## config.mk

```make
export PLATFORM = sky130hd
export DESIGN_NAME = gpx_core
export DESIGN_NICKNAME = d
export VERILOG_FILES = /design/src/rtl/gpx_pkg.sv /design/src/rtl/gpx_portview.sv /design/src/rtl/gpx_irq_detect.sv /design/src/rtl/gpx_irq_drive.sv /design/src/rtl/gpx_core.sv
export SDC_FILE = /design/constraint.sdc
export NUM_CORES = 1
export LEC_CHECK = 0
export BUFFER_PORTS_ARGS = -buffer_cell sky130_fd_sc_hd__buf_4
export CAP_MARGIN = 5
export CORE_MARGIN = 2
export CORE_UTILIZATION = 55
export DETAILED_ROUTE_END_ITERATION = 8
export PLACE_DENSITY = 0.75
export REMOVE_ABC_BUFFERS = 1
export SLEW_MARGIN = 5
export SYNTH_ARGS = -nofsm -noshare
export SYNTH_HDL_FRONTEND = slang
export SYNTH_SLANG_ARGS = --single-unit
```

## constraint.sdc

```tcl
create_clock -name clk -period 9.55 [get_ports clk]
set_input_delay 1.91 -clock clk [delete_from_list [all_inputs] [get_ports clk]]
set_output_delay 1.91 -clock clk [all_outputs]
set_load 0.005 [all_outputs]
```

## src/rtl/gpx_pkg.sv

```systemverilog
package gpx_pkg;
    parameter int GPX_W = 8;

    typedef logic [GPX_W-1:0] gpx_byte_t;

    localparam gpx_byte_t A_DIR  = 8'h00;
    localparam gpx_byte_t A_POL  = 8'h01;
    localparam gpx_byte_t A_IEN  = 8'h02;
    localparam gpx_byte_t A_DEFV = 8'h03;
    localparam gpx_byte_t A_ICTL = 8'h04;
    localparam gpx_byte_t A_CFG  = 8'h05;
    localparam gpx_byte_t A_PUP  = 8'h06;
    localparam gpx_byte_t A_FLAG = 8'h07;
    localparam gpx_byte_t A_CAP  = 8'h08;
    localparam gpx_byte_t A_PORT = 8'h09;
    localparam gpx_byte_t A_OLAT = 8'h0A;

    localparam int CFG_ICC     = 0;
    localparam int CFG_IPOL    = 1;
    localparam int CFG_ODR     = 2;
    localparam int CFG_SEQ_OFF = 5;

    typedef struct packed {
        gpx_byte_t dir;
        gpx_byte_t pol;
        gpx_byte_t ien;
        gpx_byte_t defv;
        gpx_byte_t ictl;
        gpx_byte_t cfg;
        gpx_byte_t pup;
        gpx_byte_t olat;
        gpx_byte_t flag;
        gpx_byte_t cap;
        gpx_byte_t prev;
        gpx_byte_t rdata;
        gpx_byte_t ptr;
    } gpx_state_t;
endpackage

```

## src/rtl/gpx_portview.sv

```systemverilog
module gpx_portview #(
    parameter int W = 8
) (
    input  logic [W-1:0] dir,
    input  logic [W-1:0] pol,
    input  logic [W-1:0] olat,
    input  logic [W-1:0] pin_in,
    output logic [W-1:0] view
);
    for (genvar i = 0; i < W; i++) begin : g_bit
        assign view[i] = dir[i] ? (pin_in[i] ^ pol[i]) : olat[i];
    end
endmodule

```

## src/rtl/gpx_irq_detect.sv

```systemverilog
module gpx_irq_detect #(
    parameter int W = 8
) (
    input  logic [W-1:0] view,
    input  logic [W-1:0] prev,
    input  logic [W-1:0] defv,
    input  logic [W-1:0] ictl,
    input  logic [W-1:0] ien,
    input  logic [W-1:0] dir,
    output logic [W-1:0] first
);
    logic [W-1:0] mism;

    for (genvar i = 0; i < W; i++) begin : g_cmp
        assign mism[i] = ien[i] & dir[i] &
                         (ictl[i] ? (view[i] ^ defv[i]) : (view[i] ^ prev[i]));
    end

    // isolate lowest set bit: lowest pin index wins
    assign first = mism & (~mism + {{(W-1){1'b0}}, 1'b1});
endmodule

```

## src/rtl/gpx_irq_drive.sv

```systemverilog
module gpx_irq_drive (
    input  logic active,
    input  logic open_drain,
    input  logic act_high,
    output logic irq_out,
    output logic irq_oe
);
    always_comb begin
        if (open_drain) begin
            irq_out = 1'b0;
            irq_oe  = active;
        end else begin
            irq_out = active ? act_high : ~act_high;
            irq_oe  = 1'b1;
        end
    end
endmodule

```

## src/rtl/gpx_core.sv

```systemverilog
module gpx_core
    import gpx_pkg::*;
#(
    parameter int W        = GPX_W,
    parameter int LAST_REG = 10
) (
    input  logic         clk,
    input  logic         rst_n,
    input  logic [7:0]   bus_addr,
    input  logic [W-1:0] bus_wdata,
    input  logic         bus_we,
    input  logic         bus_re,
    input  logic         bus_seq,
    output logic [W-1:0] bus_rdata,
    input  logic [W-1:0] pin_in,
    output logic [W-1:0] pin_out,
    output logic [W-1:0] pin_oe,
    output logic         irq_out,
    output logic         irq_oe
);
    localparam gpx_byte_t LAST_A = gpx_byte_t'(LAST_REG);

    gpx_state_t s_d, s_q;
    logic [W-1:0] view, first;
    gpx_byte_t    ea;
    logic         clr;

    gpx_portview #(.W(W)) u_view (
        .dir(s_q.dir), .pol(s_q.pol), .olat(s_q.olat),
        .pin_in(pin_in), .view(view)
    );

    gpx_irq_detect #(.W(W)) u_det (
        .view(view), .prev(s_q.prev), .defv(s_q.defv), .ictl(s_q.ictl),
        .ien(s_q.ien), .dir(s_q.dir), .first(first)
    );

    gpx_irq_drive u_drv (
        .active(|s_q.flag), .open_drain(s_q.cfg[CFG_ODR]),
        .act_high(s_q.cfg[CFG_IPOL]), .irq_out(irq_out), .irq_oe(irq_oe)
    );

    always_comb begin
        ea  = bus_seq ? s_q.ptr : bus_addr;
        clr = bus_re && ((ea == A_PORT && !s_q.cfg[CFG_ICC]) ||
                         (ea == A_CAP  &&  s_q.cfg[CFG_ICC]));
        s_d      = s_q;
        s_d.prev = view;

        if (clr) begin
            s_d.flag = '0;
        end else if (s_q.flag == '0 && first != '0) begin
            s_d.flag = first;
            s_d.cap  = view;
        end

        if (bus_re) begin
            case (ea)
                A_DIR:   s_d.rdata = s_q.dir;
                A_POL:   s_d.rdata = s_q.pol;
                A_IEN:   s_d.rdata = s_q.ien;
                A_DEFV:  s_d.rdata = s_q.defv;
                A_ICTL:  s_d.rdata = s_q.ictl;
                A_CFG:   s_d.rdata = s_q.cfg;
                A_PUP:   s_d.rdata = s_q.pup;
                A_FLAG:  s_d.rdata = s_q.flag;
                A_CAP:   s_d.rdata = s_q.cap;
                A_PORT:  s_d.rdata = view;
                A_OLAT:  s_d.rdata = s_q.olat;
                default: s_d.rdata = '0;
            endcase
        end

        if (bus_we) begin
            case (ea)
                A_DIR:          s_d.dir  = bus_wdata;
                A_POL:          s_d.pol  = bus_wdata;
                A_IEN:          s_d.ien  = bus_wdata;
                A_DEFV:         s_d.defv = bus_wdata;
                A_ICTL:         s_d.ictl = bus_wdata;
                A_CFG:          s_d.cfg  = bus_wdata;
                A_PUP:          s_d.pup  = bus_wdata;
                A_PORT, A_OLAT: s_d.olat = bus_wdata;
                default: ;
            endcase
        end

        if (bus_we || bus_re) begin
            if (s_q.cfg[CFG_SEQ_OFF])
                s_d.ptr = ea;
            else if (ea >= LAST_A)
                s_d.ptr = '0;
            else
                s_d.ptr = ea + 8'd1;
        end
    end

    always_ff @(posedge clk) begin
        if (!rst_n) begin
            s_q     <= '0;
            s_q.dir <= '1;
        end else begin
            s_q <= s_d;
        end
    end

    assign bus_rdata = s_q.rdata;
    assign pin_out   = s_q.olat;
    assign pin_oe    = ~s_q.dir;
endmodule

```

==> run metrics <==
post-synth top area share 0.386; Avg Cell Area, Syn 8.69 sq um; f_max 218 MHz; clock skew 0.0163 ns; initial antenna violation count 0; Port Buf Inserts 54; vias in the first global route 4501; Gate Count Post-Synth 620; Rel. slew slack 0.219; via count 4830; setup repair after global routing missed its margin false; Core Footprint 9640 sq um; hold crit path type register to register; CTS tree yes; Routed Antenna Nets 0; Worst Hold Path EP bus_rdata[1]$_SDFFE_PN0P_; YS warnings 0; drt pass-1 iters 5; routability cong. 0.980; Final Hold Viols 0; Post-CTS Setup Bufs 0; CP delay by family, top compound AO/OA/AOI/OAI gates; Die Footprint 10600 sq um; CP max stage cell ha_1; # fillers 881; cts bufs inserted 9; WL per Instance 20.3 um; layout cells sized above 1 0.152; Global Route Usage Sum 0.304; crit-path max FO 29; Post-synth EDFFs 0; Top FF cell, synth dfxtp_1; CP Data Arrival Time 4.84 ns; CP Capture Type register; Die Y 103 um; R2R setup slack 6.43 ns; Area Overhead vs Synth 9.29%; gr ovfl total 0; post-cts sizing count 0; Slew Viols, Final 0; status finished clean; CTS Hold Bufs 0; Synth area leader dfxtp_1; Netlist cell types 60; CP bufs+invs 2; Mapped Area 5390 sq um; Remaining DRCs 0; row count 36; Worst-Skew Late Latency 0.39 ns; Critical Setup Path Class input port to register; clk slew on worst S/H paths 0.10 ns; placed cell count 755; first-pass GRT wire length 24.1 mm; Reg area 2080 sq um; HP Start bus_rdata[1]$_SDFFE_PN0P_; VDD IR-drop max 0.110 mV; Worst-Margin Slew 1.17 ns; Non-Filler Instances 770; reg2reg end pin_out[5]$_SDFFE_PN0P_; CTS Root Cell clkbuf_8; Final Critical Period 4.58 ns; CTS Buffer Depth 2; most frequent cells after synthesis dfxtp_1 (104), nor2_1 (79), mux2i_1 (69), nand2_1 (60), a21oi_1 (34); final worst-path cycle share 0.479; # IOs 55; Die Wd 103 um; H-tree level count 3; final net count 666; hold path cells 2; Initial Util 0.559; number of diodes 0; Multi-input gate area 2970 sq um; worst path cell trace buf_4 > nor2b_1 > a21oi_1 > inv_1 > ha_1 > or2_2 > a21o_1 > a221o_1 > nand3_1 > o21ai_0; Sink Count 104; Routed WL 15.6 mm; Power Dens Cells 148 nW/um^2; # Max-Cap Violations 0; Lkg Pwr 2.44 nW; reg2reg start s_q[4]$_SDFFE_PN0P_; Levels on crit path 10; final setup TNS 0 ns; number of synthesized register bits 104; Max stage delay on crit path 0.62 ns; share of the yosys chip area belonging to registers 0.386; synth top area cells dfxtp_1 (39%), mux2i_1 (13%), nor2_1 (5.5%); Initial DRC Count 482; Async SR Flop Fraction 0; Via-to-Cell Ratio 6.27; worst endpoint required time 9.82 ns; Setup Viol. Count Final 0; DP Wirelength 10.3 mm; largest net degree at the start of global routing 72; R2R depth 6; startpoint types input port; cell with the most instances after synthesis dfxtp_1
-- routing by layer --
layer,global-route usage,vias up,part of all wire
met5,0,-,0
li1,-,2217,-
met4,0.122,0,0.028
met2,0.496,240,0.47
met3,0.0495,38,0.079
met1,0.402,2335,0.42
-- registers in the layout, indices dropped and copies added, names as in the netlist --
name	cells
s_q	88
bus_rdata	8
pin_out	8
-- worst reg2reg max path, delay by kind of cell (launching register included) --
| kind | cells | cell delay, ns |
|---|---|---|
| and+or+nand+nor | 4 | 2.06 |
| muxes | 2 | 0.59 |
| DFF | 1 | 0.35 |
-- kinds of logic after synthesis --
family	count (synthesis)	share of synthesized area
xor gates and xnor gates	23	0.0374
buffers and inverters	71	0.0620
muxes	75	0.141
and+or+nand+nor	212	0.184
adders and majority gates	4	0.00929
DFF	104	0.386
AOI/OAI and AO/OA	131	0.181
-- final cells by class --
cell class,count,area share
Clock buffer,11,0.0223
Clock inverter,4,0.00892
Inverter,17,0.0108
Multi-Input combinational cell,445,0.505
Sequential cell,104,0.354
Tap cell,133,0.0283
Timing Repair Buffer,56,0.0714
-- how the worst max path moves through the flow --
stage                           start                        end
after floorplan           bus_addr[0]       s_q[25]$_SDFFE_PN0P_
after global placement        bus_seq       s_q[24]$_SDFFE_PN0P_
after detailed placement      bus_seq  bus_rdata[4]$_SDFFE_PN0P_
after CTS                     bus_seq  bus_rdata[1]$_SDFFE_PN0P_
after global routing          bus_seq  bus_rdata[2]$_SDFFE_PN0P_
final                         bus_seq  bus_rdata[3]$_SDFFE_PN0P_
-- through the flow --
step	cell area, sq um	util	power, mW	hold WS [ns]	setup WS [ns]
4_1_cts	5890	0.611	0.871	0.491	5.12
3_3_place_gp	5710	0.592	0.597	0.461	4.80
3_5_place_dp	5710	0.592	0.601	0.471	4.67
5_1_grt	5890	0.611	0.902	0.503	4.87
6_report	5890	0.611	0.870	0.492	4.97
2_1_floorplan	5120	-	0.546	0.439	5.40
-- layout by cell type, fill, tap and decap left out, drive strengths merged, types with 3 or more instances in the layout --
master / n
dfxtp: 104
nor2: 79
mux2i: 69
nand2: 60
buf: 56
a21oi: 34
nand3: 21
inv: 19
a22o: 16
a22oi: 15
xnor2: 14
and2: 11
and3: 11
o21ai: 11
clkbuf: 11
xor2: 9
a222oi: 8
nor4: 6
mux2: 6
a31oi: 6
o22ai: 6
nor3: 5
a32oi: 5
nor2b: 4
nand3b: 4
o21a: 4
ha: 4
nand2b: 3
o22a: 3
a221oi: 3
-- power by group --
group          switching [mW]  total, mW  leakage (nW)  internal [mW]
combinational          0.0854      0.140          1.51         0.0542
clock                   0.153      0.275        0.0942          0.122
sequential            0.00986      0.455         0.842          0.445
total                   0.248      0.870          2.44          0.621
No activity file was read; power rests on OpenSTA's default activity.
